[config.mk]
export PLATFORM = sky130hd
export DESIGN_NAME = rx_frame_store
export DESIGN_NICKNAME = d
export VERILOG_FILES = /design/src/rtl/rxfs_pkg.sv /design/src/rtl/rxfs_sizer.sv /design/src/rtl/rxfs_fcs.sv /design/src/rtl/rxfs_seq.sv /design/src/rtl/rx_frame_store.sv
export SDC_FILE = /design/constraint.sdc
export NUM_CORES = 1
export LEC_CHECK = 0
export BUFFER_PORTS_ARGS = -buffer_cell sky130_fd_sc_hd__buf_2
export CAP_MARGIN = 20
export CORE_UTILIZATION = 35
export CTS_CLUSTER_DIAMETER = 40
export DETAILED_ROUTE_END_ITERATION = 8
export HOLD_SLACK_MARGIN = 0.06
export SETUP_SLACK_MARGIN = 0.02
export SYNTH_ARGS = -nofsm -noshare
export SYNTH_HDL_FRONTEND = slang
export SYNTH_HIERARCHICAL = 1
export SYNTH_SLANG_ARGS = --single-unit
[constraint.sdc]
create_clock -name clk -period 6.15 [get_ports clk]
set_input_delay 1.5375 -clock clk [delete_from_list [all_inputs] [get_ports clk]]
set_output_delay 1.5375 -clock clk [all_outputs]
set_load 0.02 [all_outputs]
[src/rtl/rxfs_pkg.sv]
package rxfs_pkg;

    localparam int LEN_W     = 12;
    localparam int MIN_FRAME = 64;
    localparam int STD_MAX   = 1518;
    localparam int HDR_BYTES = 4;
    localparam int TRL_BYTES = 2;
    localparam int FCS_BYTES = 4;

    localparam logic [15:0] ST_LONG  = 16'h0800;
    localparam logic [15:0] ST_ODD   = 16'h1000;
    localparam logic [15:0] ST_SHORT = 16'h0400;
    localparam logic [7:0]  TRL_ODD  = 8'h20;
    localparam logic [7:0]  TRL_EVEN = 8'h40;
    localparam logic [31:0] CRC_POLY = 32'hEDB88320;
    localparam logic [31:0] CRC_SEED = 32'hFFFFFFFF;

    typedef enum logic [2:0] {
        S_IDLE, S_ALLOC, S_DATA, S_PAD, S_FCS, S_TRL, S_HDR, S_PUSH
    } wr_state_e;

    typedef struct packed {
        logic [15:0]      status;
        logic [15:0]      count;
        logic [LEN_W-1:0] len;
        logic [LEN_W-1:0] even;
        logic             odd;
        logic             short_f;
        logic             fcs_en;
        logic             fits;
    } frame_info_t;

    function automatic logic [31:0] crc_step(input logic [31:0] c, input logic [7:0] d);
        logic [31:0] r;
        r = c ^ {24'd0, d};
        for (int b = 0; b < 8; b++) begin
            r = r[0] ? ((r >> 1) ^ CRC_POLY) : (r >> 1);
        end
        return r;
    endfunction

endpackage

[src/rtl/rxfs_sizer.sv]
module rxfs_sizer
    import rxfs_pkg::*;
#(
    parameter int PAGE_BYTES = 2048
) (
    input  logic [LEN_W-1:0] len,
    input  logic             strip_fcs,
    output frame_info_t      info
);
    localparam int CNT_W = LEN_W + 2;

    logic [LEN_W-1:0] padded;
    logic [CNT_W-1:0] total;

    always_comb begin
        info         = '0;
        info.len     = len;
        info.short_f = len < LEN_W'(MIN_FRAME);
        padded       = info.short_f ? LEN_W'(MIN_FRAME) : len;
        info.odd     = padded[0];
        info.even    = {padded[LEN_W-1:1], 1'b0};
        info.fcs_en  = !strip_fcs;
        total        = CNT_W'(info.even) + CNT_W'(HDR_BYTES + TRL_BYTES)
                     + (info.fcs_en ? CNT_W'(FCS_BYTES) : CNT_W'(0));
        info.fits    = total <= CNT_W'(PAGE_BYTES);
        info.count   = 16'(total);
        info.status  = (info.odd ? ST_ODD : 16'h0)
                     | (info.short_f ? ST_SHORT : 16'h0)
                     | ((len > LEN_W'(STD_MAX)) ? ST_LONG : 16'h0);
    end
endmodule

[src/rtl/rxfs_fcs.sv]
module rxfs_fcs
    import rxfs_pkg::*;
(
    input  logic        clk,
    input  logic        rst,
    input  logic        clear,
    input  logic        en,
    input  logic [7:0]  din,
    output logic [31:0] fcs
);
    logic [31:0] crc_q;

    always_ff @(posedge clk) begin
        if (rst || clear) begin
            crc_q <= CRC_SEED;
        end else if (en) begin
            crc_q <= crc_step(crc_q, din);
        end
    end

    assign fcs = ~crc_q;
endmodule

[src/rtl/rxfs_seq.sv]
module rxfs_seq
    import rxfs_pkg::*;
#(
    parameter int PAGES      = 4,
    parameter int PAGE_BYTES = 2048,
    localparam int PG_W      = $clog2(PAGES),
    localparam int ADDR_W    = $clog2(PAGE_BYTES)
) (
    input  logic              clk,
    input  logic              rst,
    input  logic              rx_en,
    input  logic              rx_soft_rst,
    input  frame_info_t       info_in,
    input  logic              hdr_valid,
    output logic              hdr_ready,
    input  logic              byte_valid,
    input  logic [7:0]        byte_data,
    output logic              byte_ready,
    output logic              alloc_req,
    input  logic              alloc_ack,
    input  logic              alloc_ok,
    input  logic [PG_W-1:0]   alloc_page,
    input  logic [31:0]       fcs,
    output logic              fcs_clear,
    output logic              fcs_en,
    output logic [7:0]        fcs_din,
    output logic              ram_we,
    output logic [PG_W-1:0]   ram_page,
    output logic [ADDR_W-1:0] ram_addr,
    output logic [7:0]        ram_data,
    output logic              rxq_push,
    output logic [PG_W-1:0]   rxq_page,
    output logic              rx_irq_set
);
    wr_state_e        state_q;
    frame_info_t      info_q;
    logic [PG_W-1:0]  page_q;
    logic             drop_q;
    logic [LEN_W-1:0] idx_q;
    logic [1:0]       step_q;
    logic [7:0]       oddb_q;

    logic             last_byte;
    logic [31:0]      hdr_word;

    assign last_byte = idx_q == (info_q.len - LEN_W'(1));
    assign hdr_word  = {info_q.count, info_q.status};

    always_ff @(posedge clk) begin
        if (rst) begin
            state_q <= S_IDLE;
            info_q  <= '0;
            page_q  <= '0;
            drop_q  <= 1'b0;
            idx_q   <= '0;
            step_q  <= '0;
            oddb_q  <= '0;
        end else begin
            case (state_q)
                S_IDLE: begin
                    if (hdr_valid) begin
                        info_q  <= info_in;
                        idx_q   <= '0;
                        drop_q  <= !(rx_en && !rx_soft_rst && info_in.fits);
                        state_q <= (rx_en && !rx_soft_rst && info_in.fits) ? S_ALLOC : S_DATA;
                    end
                end
                S_ALLOC: begin
                    if (alloc_ack) begin
                        page_q  <= alloc_page;
                        drop_q  <= !alloc_ok;
                        state_q <= S_DATA;
                    end
                end
                S_DATA: begin
                    if (byte_valid) begin
                        idx_q <= idx_q + LEN_W'(1);
                        if (last_byte) begin
                            oddb_q <= byte_data;
                            step_q <= '0;
                            if (drop_q) begin
                                state_q <= S_IDLE;
                            end else if (info_q.short_f) begin
                                state_q <= S_PAD;
                            end else begin
                                state_q <= info_q.fcs_en ? S_FCS : S_TRL;
                            end
                        end
                    end
                end
                S_PAD: begin
                    idx_q <= idx_q + LEN_W'(1);
                    if (idx_q == LEN_W'(MIN_FRAME - 1)) begin
                        state_q <= info_q.fcs_en ? S_FCS : S_TRL;
                    end
                end
                S_FCS: begin
                    step_q <= step_q + 2'd1;
                    if (step_q == 2'd3) begin
                        state_q <= S_TRL;
                    end
                end
                S_TRL: begin
                    step_q <= step_q + 2'd1;
                    if (step_q == 2'd1) begin
                        step_q  <= '0;
                        state_q <= S_HDR;
                    end
                end
                S_HDR: begin
                    step_q <= step_q + 2'd1;
                    if (step_q == 2'd3) begin
                        state_q <= S_PUSH;
                    end
                end
                default: begin
                    state_q <= S_IDLE;
                end
            endcase
        end
    end

    always_comb begin
        hdr_ready  = state_q == S_IDLE;
        byte_ready = state_q == S_DATA;
        alloc_req  = state_q == S_ALLOC;
        rxq_push   = state_q == S_PUSH;
        rx_irq_set = state_q == S_PUSH;
        rxq_page   = page_q;
        ram_page   = page_q;
        fcs_clear  = (state_q == S_IDLE) && hdr_valid;
        fcs_en     = 1'b0;
        fcs_din    = 8'h00;
        ram_we     = 1'b0;
        ram_addr   = '0;
        ram_data   = 8'h00;
        case (state_q)
            S_DATA: begin
                fcs_en   = byte_valid && !drop_q;
                fcs_din  = byte_data;
                ram_we   = byte_valid && !drop_q && (idx_q < info_q.even);
                ram_addr = ADDR_W'(HDR_BYTES + int'(idx_q));
                ram_data = byte_data;
            end
            S_PAD: begin
                fcs_en   = 1'b1;
                ram_we   = 1'b1;
                ram_addr = ADDR_W'(HDR_BYTES + int'(idx_q));
            end
            S_FCS: begin
                ram_we   = 1'b1;
                ram_addr = ADDR_W'(HDR_BYTES + int'(info_q.even) + int'(step_q));
                ram_data = 8'(fcs >> {step_q, 3'b000});
            end
            S_TRL: begin
                ram_we   = 1'b1;
                ram_addr = ADDR_W'(int'(info_q.count) - TRL_BYTES + int'(step_q));
                if (step_q == 2'd0) begin
                    ram_data = info_q.odd ? oddb_q : 8'h00;
                end else begin
                    ram_data = info_q.odd ? TRL_ODD : TRL_EVEN;
                end
            end
            S_HDR: begin
                ram_we   = 1'b1;
                ram_addr = ADDR_W'(step_q);
                ram_data = 8'(hdr_word >> {step_q, 3'b000});
            end
            default: begin
            end
        endcase
    end
endmodule

[src/rtl/rx_frame_store.sv]
module rx_frame_store
    import rxfs_pkg::*;
#(
    parameter int PAGES      = 4,
    parameter int PAGE_BYTES = 2048,
    localparam int PG_W      = $clog2(PAGES),
    localparam int ADDR_W    = $clog2(PAGE_BYTES)
) (
    input  logic              clk,
    input  logic              rst,
    input  logic              rx_en,
    input  logic              rx_soft_rst,
    input  logic              strip_crc,
    input  logic              hdr_valid,
    input  logic [LEN_W-1:0]  hdr_len,
    output logic              hdr_ready,
    input  logic              byte_valid,
    input  logic [7:0]        byte_data,
    output logic              byte_ready,
    output logic              alloc_req,
    input  logic              alloc_ack,
    input  logic              alloc_ok,
    input  logic [PG_W-1:0]   alloc_page,
    output logic              ram_we,
    output logic [PG_W-1:0]   ram_page,
    output logic [ADDR_W-1:0] ram_addr,
    output logic [7:0]        ram_data,
    output logic              rxq_push,
    output logic [PG_W-1:0]   rxq_page,
    output logic              rx_irq_set
);
    frame_info_t info;
    logic [31:0] fcs;
    logic        fcs_clear;
    logic        fcs_en;
    logic [7:0]  fcs_din;

    rxfs_sizer #(.PAGE_BYTES(PAGE_BYTES)) u_sizer (
        .len       (hdr_len),
        .strip_fcs (strip_crc),
        .info      (info)
    );

    rxfs_fcs u_fcs (
        .clk   (clk),
        .rst   (rst),
        .clear (fcs_clear),
        .en    (fcs_en),
        .din   (fcs_din),
        .fcs   (fcs)
    );

    rxfs_seq #(.PAGES(PAGES), .PAGE_BYTES(PAGE_BYTES)) u_seq (
        .clk         (clk),
        .rst         (rst),
        .rx_en       (rx_en),
        .rx_soft_rst (rx_soft_rst),
        .info_in     (info),
        .hdr_valid   (hdr_valid),
        .hdr_ready   (hdr_ready),
        .byte_valid  (byte_valid),
        .byte_data   (byte_data),
        .byte_ready  (byte_ready),
        .alloc_req   (alloc_req),
        .alloc_ack   (alloc_ack),
        .alloc_ok    (alloc_ok),
        .alloc_page  (alloc_page),
        .fcs         (fcs),
        .fcs_clear   (fcs_clear),
        .fcs_en      (fcs_en),
        .fcs_din     (fcs_din),
        .ram_we      (ram_we),
        .ram_page    (ram_page),
        .ram_addr    (ram_addr),
        .ram_data    (ram_data),
        .rxq_push    (rxq_push),
        .rxq_page    (rxq_page),
        .rx_irq_set  (rx_irq_set)
    );
endmodule

==> results_dict.tcl <==
set metrics [dict create \
    status "finished clean" \
    rows 56 \
    cp_max_fo 7 \
    critical_path.endpoint_type "flip-flop" \
    clock_skew_ns 0.01184 \
    avgRoutedWirePerCell_um 16.44 \
    clockBufferDepth 2 \
    post-route-period-util_pct 86.19 \
    total_power_mw 4.002 \
    hold_buffers 0 \
    placed_cells 1354 \
    cts.clk_slew.worst_paths_ns 0.06 \
    grt_pass1_wl_mm 36.36 \
    core-area_sq_um 23400 \
    wl_met1_mm 10.85 \
    layout-drive-gt1-share_pct 13.31 \
    hp-start "u_seq/hdr_word[4]" \
    ioPinCount 60 \
    fin_nets 1122 \
    cts_sinks 119 \
    post_synth_main_area_contributors "dfxtp_1, nand2_1, xnor2_1" \
    yosysTopAreaCell "dfxtp_1" \
    min_period_ns 5.300 \
    grt_max_degree 74 \
    met2_length_mm 10.21 \
    slowest_stage "or4_1" \
    yosysWarnings 6 \
    gp_congestion 0.8717 \
    final_cell_mix "nand2_1, dfxtp_1, a21oi_1, inv_1, xnor2_1" \
    dieHeight_um 156.1 \
    cap_violations 0 \
    critPathMaxStageDelay_ns 0.57 \
    p_leak_nw 3.885 \
    synth_edf_count 0 \
    rsz0062_at_grt "no" \
    ys_seq_area_share_pct 28.65 \
    drc 0 \
    die_x_um 156.1 \
    met3_length_mm 1.319 \
    area_growth_pct 10.87 \
    p_per_area_nw_per_um2 434.1 \
    grt-ovfl-total 0 \
    dr.pass1.iters 8 \
    cts_made_buffers 17 \
    num_vias 7103 \
    synth_top_area_share_pct 28.65 \
    portBuffers 59 \
    cts.repair.resized 0 \
    htreeDepth 4 \
    fin_ws_ns 0.8496 \
    clk_latency_ns 0.43 \
    syn_area_sq_um 8314 \
    ys_ff_latch 119 \
    drt-initial-drc-count 496 \
    grt_antenna_before_repair 0 \
    cts_setup_buffers 0 \
    hp-class "reg2reg" \
    startpoint "hdr_len[8]" \
    drtAntennaViolNets 0 \
    r2r_start "u_seq/state_q[1]" \
    cts_tree "done" \
    root_buffer "clkbuf_16" \
    finalSetupViolCount 0 \
    drt-vias-per-instance 5.125 \
    final_common_cell "nand2_1" \
    synth_cells 1050 \
    layout.cells.non_filler 1386 \
    slew_violations 0 \
    worst_pin_slew_ns 0.9109 \
    cp.arrival_ns 5.65 \
    grt_pass1_vias 6607 \
    fmax_mhz 188.7 \
    synthArstFlopShare_pct 0 \
    worstSetupPathType "in2reg" \
    final-hold-violation-count 0 \
    top_layer_used "met4" \
    cp.buffers_inverters 2 \
    peakVddDrop_mv 0.2180 \
    slew_headroom_pct 38.84 \
    wl_mm 22.79 \
    ys_types 75 \
    start_kind "input pin" \
    diodes 0 \
    initial_core_util_pct 35.53 \
    critical_path.cell_chain "buf_2 > or4_1 > or2_1 > nand2_1 > ha_1 > inv_1 > ha_1 > fa_1 > nand2_1 > nor2_1 > xor2_1 > or4_1 > o21ai_1 > nand3b_1 > nor2_1 > a211oi_1 > o32ai_1 > nand3_1 > a31oi_1" \
    dieArea_sq_um 24380 \
    cp.required_ns 6.50 \
    dpl.hpwl_mm 16.62 \
    setup_tns_ns 0 \
    synth_top_flop_cell "dfxtp_1" \
    dp_slack_ns 0.4513 \
    avgSynthCellArea_sq_um 7.918 \
    grt.total_usage_pct 19.47 \
    critPathTopFamily "simple AND/OR/NAND/NOR gates" \
]
worst register-to-register path: cells and delay by family, from the launching register on:
family                 cells  cell delay (ns)
AO/OA/AOI/OAI              1             0.29
AND/OR/NAND/NOR            2             1.10
buffers and inverters      1             0.25
XOR/XNOR                   4             1.54
flip-flops                 1             0.60
state kept, by name, indices dropped and copies added, names as in the netlist:
| signal | flops |
|---|---|
| u_seq/oddb_q | 8 |
| u_fcs/crc_q | 32 |
| u_seq/step_q | 2 |
| u_seq/ram_page | 2 |
| u_seq/state_q | 3 |
| u_seq/hdr_word | 32 |
| u_seq/drop_q | 1 |
| u_seq/info_q | 27 |
| u_seq/idx_q | 12 |
where the power goes:
group | internal, mW | switching (mW) | leakage [nW] | total (mW)
registers | 0.896 | 0.147 | 0.971 | 1.04
clock network | 0.609 | 0.394 | 0.287 | 1.00
logic | 0.824 | 1.13 | 2.63 | 1.96
cells by family (layout without fill, tap and decap cells):
group | after synthesis | after routing | synth area share, %
AOI/OAI and AO/OA | 211 | 211 | 15.44
xor gates and xnor gates | 117 | 117 | 14.37
adders and majority gates | 37 | 37 | 5.839
buffers and inverters | 180 | 180 | 9.767
DFF | 119 | 119 | 28.65
muxes | 36 | 36 | 6.621
other | 1 | 18 | 0.04510
and+or+nand+nor | 349 | 349 | 19.26
stage by stage:
step	hold WS (ns)	util (%)	instance area, sq um
final	0.4569	39.39	9218
after global routing	0.4753	39.39	9218
after CTS	0.4558	39.39	9218
after detailed placement	0.4472	36.88	8631
after global placement	0.4413	36.88	8631
after floorplan	0.4332	-	8378
final timing paths:
kind / endpoint / slack, ns / cells past startpoint
worst max register to register: u_fcs/crc_q[24] / 2.26 / 8
worst max-delay path: u_seq/state_q[0] / 0.85 / 19
worst min-delay path: u_seq/hdr_word[4] / 0.46 / 2
worst min register to register: u_seq/hdr_word[4] / 0.46 / 2
final cells by class:
class | count | area [sq um]
clock buffer | 18 | 439.2
clock inverter | 14 | 147.6
fill | 2431 | 14180
inverter | 81 | 304.0
multi-input combinational | 768 | 5190
sequential | 119 | 2382
tap | 319 | 399.1
timing repair buffer | 67 | 355.3
cell usage after synthesis, types with 4 or more instances:
library cell,count
mux2i_1,19
nor3b_1,4
xnor3_1,5
a21oi_1,94
nor2_1,57
dfxtp_1,119
o211ai_1,23
buf_1,6
nand2_1,181
o22ai_1,5
or3_1,7
nor3_1,15
o21ai_1,8
buf_4,36
o221ai_1,5
a211o_1,5
xor2_1,31
o21ai_0,27
nand2b_1,8
and3_1,13
xnor2_2,7
a31oi_1,6
a21o_1,7
mux4_2,15
nand3_1,21
clkbuf_1,56
a211oi_1,8
a22oi_1,4
nor2b_1,6
inv_1,75
nand4_1,11
xnor2_1,71
ha_1,34
per-layer routing:
metal	vias up	GRT usage [%]
met1	3353	27.02
met5	-	0
met3	25	3.889
met2	205	30.29
li1	3520	-
met4	0	5.742
(Power assumes the default switching activity.)
